--- src/rtl/pci_irq_steer_pkg.sv ---
package pci_irq_steer_pkg;

    localparam int IRQ_LINES = 16;
    localparam int NIB_W     = 4;
    localparam int CODE_W    = 3;
    localparam int LINE_W    = $clog2(IRQ_LINES);

    // Lines a code can ever select: 5, 9, 10, 11, 12, 14, 15.
    localparam logic [IRQ_LINES-1:0] REACHABLE = 16'b1101_1110_0010_0000;

    typedef struct packed {
        logic              en;
        logic [LINE_W-1:0] line;
    } irq_sel_t;

    function automatic irq_sel_t decode_code(input logic [CODE_W-1:0] code);
        irq_sel_t s;
        s.en = 1'b1;
        case (code)
            3'd1:    s.line = 4'd5;
            3'd2:    s.line = 4'd9;
            3'd3:    s.line = 4'd10;
            3'd4:    s.line = 4'd11;
            3'd5:    s.line = 4'd12;
            3'd6:    s.line = 4'd14;
            3'd7:    s.line = 4'd15;
            default: begin
                s.en   = 1'b0;
                s.line = '0;
            end
        endcase
        return s;
    endfunction

endpackage

--- src/rtl/router_cfg_regs.sv ---
module router_cfg_regs #(
    parameter int NUM_BYTES = 8,
    localparam int IDX_W    = $clog2(NUM_BYTES)
) (
    input  logic                      clk,
    input  logic                      rst_n,
    input  logic                      wr_en,
    input  logic [IDX_W-1:0]          wr_idx,
    input  logic [7:0]                wr_data,
    output logic [NUM_BYTES-1:0][7:0] cfg_q
);

    typedef struct packed {
        logic [NUM_BYTES-1:0][7:0] bytes;
    } cfg_state_t;

    cfg_state_t st_d, st_q;

    always_comb begin
        st_d = st_q;
        if (wr_en) begin
            st_d.bytes[wr_idx] = wr_data;
        end
    end

    always_ff @(posedge clk or negedge rst_n) begin
        if (!rst_n) begin
            st_q <= '0;
        end else begin
            st_q <= st_d;
        end
    end

    assign cfg_q = st_q.bytes;

    assert_write_lands_R2: assert property (@(posedge clk) disable iff (!rst_n)
        wr_en |=> cfg_q[$past(wr_idx)] == $past(wr_data));

    assert_hold_unwritten_R2: assert property (@(posedge clk) disable iff (!rst_n)
        !wr_en |=> $stable(cfg_q));

endmodule

--- src/rtl/router_pin_decode.sv ---
module router_pin_decode
    import pci_irq_steer_pkg::*;
(
    input  logic [NIB_W-1:0]     nibble,
    input  logic                 pin_n,
    output logic [IRQ_LINES-1:0] req_hit,
    output logic [IRQ_LINES-1:0] lvl_hit
);

    irq_sel_t sel;

    always_comb begin
        sel     = decode_code(nibble[CODE_W-1:0]);
        req_hit = '0;
        lvl_hit = '0;
        if (sel.en) begin
            req_hit[sel.line] = ~pin_n;
            lvl_hit[sel.line] = nibble[NIB_W-1];
        end
    end

endmodule

--- src/rtl/pci_irq_steer.sv ---
module pci_irq_steer
    import pci_irq_steer_pkg::*;
#(
    parameter int NUM_SLOTS      = 4,
    localparam int PINS_PER_SLOT = 4,
    localparam int NUM_PINS      = NUM_SLOTS * PINS_PER_SLOT,
    localparam int NUM_BYTES     = NUM_SLOTS * 2,
    localparam int IDX_W         = $clog2(NUM_BYTES)
) (
    input  logic                 clk,
    input  logic                 rst_n,
    input  logic                 cfg_we,
    input  logic [IDX_W-1:0]     cfg_idx,
    input  logic [7:0]           cfg_wdata,
    input  logic [NUM_PINS-1:0]  pin_n,
    output logic [IRQ_LINES-1:0] irq_req,
    output logic [IRQ_LINES-1:0] irq_level
);

    logic [NUM_BYTES-1:0][7:0]         cfg;
    logic [NUM_PINS-1:0][IRQ_LINES-1:0] req_hits;
    logic [NUM_PINS-1:0][IRQ_LINES-1:0] lvl_hits;

    router_cfg_regs #(.NUM_BYTES(NUM_BYTES)) i_cfg (
        .clk     (clk),
        .rst_n   (rst_n),
        .wr_en   (cfg_we),
        .wr_idx  (cfg_idx),
        .wr_data (cfg_wdata),
        .cfg_q   (cfg)
    );

    // Pins A/B live in the odd byte of a slot, C/D in the even byte;
    // A and C take the high nibble.
    for (genvar s = 0; s < NUM_SLOTS; s++) begin : g_slot
        for (genvar p = 0; p < PINS_PER_SLOT; p++) begin : g_pin
            localparam int BYTE_SEL = 2 * s + ((p < 2) ? 1 : 0);
            localparam bit HI_NIB   = (p % 2) == 0;
            logic [NIB_W-1:0] nib;
            assign nib = HI_NIB ? cfg[BYTE_SEL][7:4] : cfg[BYTE_SEL][3:0];

            router_pin_decode i_dec (
                .nibble  (nib),
                .pin_n   (pin_n[s*PINS_PER_SLOT+p]),
                .req_hit (req_hits[s*PINS_PER_SLOT+p]),
                .lvl_hit (lvl_hits[s*PINS_PER_SLOT+p])
            );
        end
    end

    always_comb begin
        irq_req   = '0;
        irq_level = '0;
        for (int i = 0; i < NUM_PINS; i++) begin
            irq_req   = irq_req   | req_hits[i];
            irq_level = irq_level | lvl_hits[i];
        end
    end

    assert_unreachable_quiet_R8: assert property (@(posedge clk) disable iff (!rst_n)
        ((irq_req | irq_level) & ~REACHABLE) == '0);

    assert_idle_pins_no_req_R5: assert property (@(posedge clk) disable iff (!rst_n)
        (&pin_n) |-> (irq_req == '0));

    assert_reset_clear_R1: assert property (@(posedge clk) disable iff (!rst_n)
        $rose(rst_n) |-> (irq_req == '0 && irq_level == '0));

    assert_level_needs_route_R7: assert property (@(posedge clk) disable iff (!rst_n)
        (cfg == '0) |-> (irq_level == '0));

endmodule

--- config.mk ---
export PLATFORM = sky130hd
export DESIGN_NAME = pci_irq_steer
export DESIGN_NICKNAME = d
export VERILOG_FILES = /design/src/rtl/pci_irq_steer_pkg.sv /design/src/rtl/router_cfg_regs.sv /design/src/rtl/router_pin_decode.sv /design/src/rtl/pci_irq_steer.sv
export SDC_FILE = /design/constraint.sdc
export NUM_CORES = 1
export LEC_CHECK = 0
export ABC_AREA = 1
export BUFFER_PORTS_ARGS = -buffer_cell sky130_fd_sc_hd__buf_2
export CORE_UTILIZATION = 24
export DETAILED_ROUTE_END_ITERATION = 12
export HOLD_SLACK_MARGIN = 0.15
export SLEW_MARGIN = 5
export SYNTH_ARGS = -nofsm -noshare
export SYNTH_HDL_FRONTEND = slang
export SYNTH_SLANG_ARGS = --single-unit
--- constraint.sdc ---
create_clock -name clk -period 1.25 [get_ports clk]
set_input_delay 0.25 -clock clk [delete_from_list [all_inputs] [get_ports clk]]
set_output_delay 0.25 -clock clk [all_outputs]
set_load 0.005 [all_outputs]
Word-level counts from Yosys, hierarchy flattened. Cells that the tools add are included.

Bits in registers: 64. Output and inout bits: 32. Word-level logic and storage cells: 364.

Magnitude comparators: 34. Eq/ne operators: 112. Multiplexer cells: 99. Bitwise gates (word level): 78. Reduce and logical (&&, ||, !) cells: 33.

Operators with widths (number): 16-bit bitwise AND (32); 16-bit 2-to-1 mux (32); 16-bit OR (30); 4-bit one-hot mux with 7 select lines (16); 3-bit == test (second input constant) (64); 7-bit OR reduction (16); 3-bit by 2-bit == test with 1-bit output (second input constant) (32); 4-bit by 5-bit less-than comparator with 1-bit output (second input constant) (16); 64-bit bitwise mux (1); 1-bit demux with 4-bit select (16); 4-bit by 1-bit >= comparator with 1-bit output (second input constant) (16); 3-bit by 1-bit == test with 1-bit output (second input constant) (16); 1-bit 2-to-1 mux (32); 8-bit demux with 3-bit select (1); 1-bit logical AND (17); 1-bit inverter (16); 8-bit 2-to-1 mux (1); 3-bit by 4-bit less-than comparator with 1-bit output (second input constant) (1); 3-bit by 1-bit >= comparator with 1-bit output (second input constant) (1).

Longest topological paths before layout.
Word-level depth: 23. Gate-level depth with buffers: 10.

Cells and area by module. A second synthesis with hierarchy kept.

Cell total of the unflattened synthesis: 1527. Area, all modules: 8754.6 sq um.

Modules (own cells, without submodules): router_pin_decode (times used 16, cells an instance 47, area an instance 267.8 sq um, sequential area each 0.0 sq um); router_cfg_regs (times used 1, cells an instance 295, area an instance 2668.8 sq um, sequential area each 1601.5 sq um); pci_irq_steer (times used 1, cells an instance 480, area an instance 1801.7 sq um, sequential area each 0.0 sq um).

Least setup slack after synthesis. Ideal clock, no wire load.

Kind: reg2out. From: register i_cfg.st_q (netlist bit i_cfg.cfg_q[38]). To: output port irq_req[10]. Arrival time: 1037 ps. Required time: 1000 ps. Setup slack: -37 ps. Stages on the path, launching flop included: 8. Cells stage by stage: dfrtp_1 > buf_2 > nor2_1 > nand3_1 > and2_1 > nand2_1 > nor2_1 > nand2_1.

Word-level cells in the longest chain between the ends: 14. Elaborated cells on any way between the ends: 23.

Ends and longest elaborated chain: from (decl) (RTL line router_cfg_regs.sv:17) `cfg_state_t st_d, st_q;`; from (signal assigned) (RTL line router_cfg_regs.sv:30) `st_q <= st_d;`; 3-bit == test (tied with other cells) (RTL line pci_irq_steer_pkg.sv:19) `case (code)`; 4-bit one-hot mux with 7 select lines (RTL line pci_irq_steer_pkg.sv:19); 4-bit by 5-bit less-than comparator with 1-bit output (implied by the code) or 4-bit by 1-bit >= comparator with 1-bit output (tied branches) (RTL line router_pin_decode.sv:17) `req_hit[sel.line] = ~pin_n;`; 1-bit logical AND (implied by the code) (RTL line router_pin_decode.sv:17); 1-bit 2-to-1 mux (implied by the code) (RTL line router_pin_decode.sv:17); 1-bit demux with 4-bit select; 16-bit bitwise AND (no line); 16-bit 2-to-1 mux (*) (RTL line router_pin_decode.sv:16) `if (sel.en) begin`; 16-bit OR (*) (6 in series) (RTL line pci_irq_steer.sv:55) `irq_req = irq_req | req_hits[i];`; to (decl) (RTL line pci_irq_steer.sv:16) `output logic [IRQ_LINES-1:0] irq_req,`.

Mark *: on every way between the ends. The rest lies on a longest branch, timed or not.

Final worst setup path.
From: register i_cfg.st_q (netlist bit i_cfg.cfg_q[42]). To: output port irq_level[15].

Word-level cells in the longest chain between the ends: 15. Elaborated cells on any way between the ends: 24.

Ends and longest elaborated chain: 3-bit == test (tied with other cells) (RTL line pci_irq_steer_pkg.sv:19); 4-bit one-hot mux with 7 select lines (RTL line pci_irq_steer_pkg.sv:19); 4-bit by 5-bit less-than comparator with 1-bit output (implied by the code) or 4-bit by 1-bit >= comparator with 1-bit output (tied branches) (RTL line router_pin_decode.sv:18) `lvl_hit[sel.line] = nibble[NIB_W-1];`; 1-bit logical AND (implied by the code) (RTL line router_pin_decode.sv:18); 1-bit 2-to-1 mux (implied by the code) (RTL line router_pin_decode.sv:18); 1-bit demux with 4-bit select; 16-bit bitwise AND (no line); 16-bit 2-to-1 mux (*) (RTL line router_pin_decode.sv:16); 16-bit OR (*) (7 in series) (RTL line pci_irq_steer.sv:56) `irq_level = irq_level | lvl_hits[i];`; to (decl) (RTL line pci_irq_steer.sv:17) `output logic [IRQ_LINES-1:0] irq_level`.

Marks and branches as above.

==> out/qor.log <==
qor: clocking.htree_levels 3
qor: timing.timing.final.hold_violations 0
qor: clocking.ctsRootBufferMaster clkbuf_16
qor: timing.timing.final.setup_violations 14
qor: hold_path.hold_path.class input pin to flip-flop
qor: clocking.insertion_delay 350 ps
qor: setup_path.maximum_fanout_along_the_worst_path 4
qor: placement.finalWeightedCongestion 1.028
qor: detailed_routing.vias_per_cell 4.955
qor: logic_synthesis.mean_syn_cell_area 6.280 µm²
qor: detailed_routing.maxUsedRoutingLayer met4
qor: global_routing.number_of_antenna_violations_at_the_first_check_in_global_routing 0
qor: clocking.cts_max_path_buffers 2
qor: logic_synthesis.netlist.top_cell.by_area dfrtp_1
qor: logic_synthesis.seq_area_frac_synth 31.10%
qor: timing.drv_slew 0
qor: floorplan.dieWidth 148.5 µm
qor: job.max_cap_violations 0
qor: status.failed_checks setup timing
qor: logic_synthesis.ys_warn_count 0
qor: floorplan.placement_rows 53
qor: global_routing.grtUsageTotal 20.47%
qor: layout.finish.net_count 990
qor: logic_synthesis.synth.top_cells.by_area dfrtp_1, nand4_1, nand2_1, nand3_1, inv_1
qor: placement.dp.cells 1198
qor: floorplan.dieHeight 148.5 µm
qor: detailed_routing.met3RoutedLength 1137 µm
qor: layout.most-common-layout-cells nand2_1, nand4_1, buf_4
qor: global_routing.grt_pass1_wl 33290 µm
qor: clocking.total_number_of_clock_tree_sinks 64
qor: layout.final_cells 1238
qor: global_routing.pin_count_of_the_biggest_net_entering_global_routing 65
qor: detailed_routing.drtAntennaViolNets 0
qor: detailed_routing.detailroute.wirelength.met2 10300 µm
qor: detailed_routing.routed_wirelength 22250 µm
qor: setup_path.setup.worst_path.end_class output pin
qor: pwr.power.density 1403 nW/µm²
qor: timing.grt_setup_unrepaired true
qor: logic_synthesis.yosys_register_bits 64
qor: pwr.peakVddDrop 711.9 µV
qor: layout.final_layout_size_suffix_gt1_share 37.28%
qor: floorplan.die_footprint 22050 µm²
qor: logic_synthesis.syn-cell-area 5150 µm²
qor: layout.layout.core_utilization 35.16%
qor: timing.finClkSkew 0 ps
qor: detailed_routing.detailedRoute.firstPassIterationCount 5
qor: setup_path.critical_path_arrival 1650 ps
qor: pwr.p_leak 0.003485 µW
qor: placement.dp_hpwl 16990 µm
qor: detailed_routing.drc 0
qor: timing.fmaxAchievable 526.2 MHz
qor: detailed_routing.avgRoutedWirePerCell 17.97 µm
qor: layout.flow.area_growth_from_synthesis 43.51%
qor: layout.mostFrequentLayoutCell nand2_1
qor: setup_path.regToRegSetupSlack 270 ps
qor: detailed_routing.drt_iter0_markers 523
qor: clocking.tritoncts built
qor: layout.layout.filler_cells 2248
qor: floorplan.coreArea 21020 µm²
qor: floorplan.io_pins 62
qor: timing.timing.hold.ws 139.1 ps
qor: global_routing.grt_pass1_vias 5729
qor: detailed_routing.detail_route.wirelength.met1 10070 µm
qor: layout.diodes 0
qor: logic_synthesis.synthesis.instances 820
qor: setup_path.worst_setup_path_start_kind flip-flop
qor: clocking.number_of_clock_buffers_inserted_by_tritoncts 9
qor: setup_path.criticalPathCategory flip-flop to output pin
qor: timing.fin_crit 1900 ps
qor: setup_path.cp.required 1000 ps
qor: status.outcome finished, violations left
qor: clocking.clkTransAtPathRegs 50 ps
qor: logic_synthesis.synth.lib_cells_used.distinct 19
qor: detailed_routing.vias 6134
qor: global_routing.grt-ovfl-total 0
qor: placement.number_of_input_and_output_port_buffers_inserted 43
qor: logic_synthesis.area_fraction_of_the_dominant_cell_type_after_synthesis 31.10%
qor: floorplan.floorplan.initialDensity 24.50%
qor: timing.min_period_over_period 152.0%
qor: timing.finalWorstSetupSlack -650.3 ps
qor: layout.largest_reg_flops 64
-- layer usage --
layer	vias up	GRT usage (%)
met5	-	0
met4	0	8.660
met3	43	2.638
met2	203	32.66
met1	2906	27.68
li1	2982	-
-- logic make-up (layout without fill, tap and decap cells) --
group,after synthesis,count (layout),share of synthesized area [%]
DFF,64,64,31.10
and+or+nand+nor,515,515,46.67
other,1,18,0.07282
AOI/OAI and AO/OA,64,64,6.220
buffers and inverters,176,302,15.94
-- through the flow --
stage               total power, µW  area (µm²)  setup WS [ps]  setup TNS, ps
finish                        10370        7391         -650.3          -8386
global route                  11020        7391         -727.9          -9239
CTS                            9784        6995         -595.4          -8035
detailed placement             6958        6332         -349.0          -3888
global placement               6917        6332         -362.7          -4001
floorplan                      5130        5216          1.746              0
-- synthesized netlist by cell type --
cell type and instances:
nand3_1 113, buf_2 41, and2_0 1, nor2_1 90, buf_4 21, o21ai_0 62
nor3_4 1, inv_2 3, a21oi_1 2, clkbuf_1 9, dfrtp_1 64, nand2_1 178
buf_6 4, nand4_1 113, nor2_2 3, nor3_1 13, conb_1 1, and2_1 3
inv_1 98
-- area by class of cell --
type	count	area, µm²	area share, %
multi-input combinational	597	3197	43.25
sequential	64	1648	22.30
timing repair buffer	187	1541	20.86
inverter	101	386.6	5.231
tap	275	344.1	4.655
clock buffer	14	274.0	3.707
-- critical path, cell delays in order (launching register included) --
cell	delay (ps)
dfrtp_2	430
buf_6	140
nand4_1	140
nand4_1	200
nor2_1	160
nand2_1	90
buf_2	130
-- path summary, 6_finish.rpt --
path | from | endpoint | depth (start not counted)
min | cfg_wdata[5] | i_cfg.cfg_q[61]$_DFFE_PN0P_ | 3
max reg2reg | i_cfg.cfg_q[48]$_DFFE_PN0P_ | i_cfg.cfg_q[48]$_DFFE_PN0P_ | 4
min in group asynchronous | rst_n | i_cfg.cfg_q[29]$_DFFE_PN0P_ | 3
max in group asynchronous | rst_n | i_cfg.cfg_q[58]$_DFFE_PN0P_ | 3
max | i_cfg.cfg_q[42]$_DFFE_PN0P_ | irq_level[15] | 6
min reg2reg | i_cfg.cfg_q[30]$_DFFE_PN0P_ | i_cfg.cfg_q[30]$_DFFE_PN0P_ | 2
-- timing repair --
| action | 4_1_cts | 5_1_grt |
|---|---|---|
| setup endpoints to repair | 14 | 14 |
| hold buffers | 5 | 0 |
| gates resized for setup | 102 | 113 |
| setup buffers | 10 | 13 |
| pin swaps | 50 | 65 |
| endpoints found under the hold margin | 68 | 0 |
| gates cloned | 0 | 0 |
-- report_power, final --
group | internal (µW) | switching, µW
registers | 2510 | 816
logic | 2080 | 2550
clock network | 1480 | 920
No activity file was read; power rests on OpenSTA's default activity.
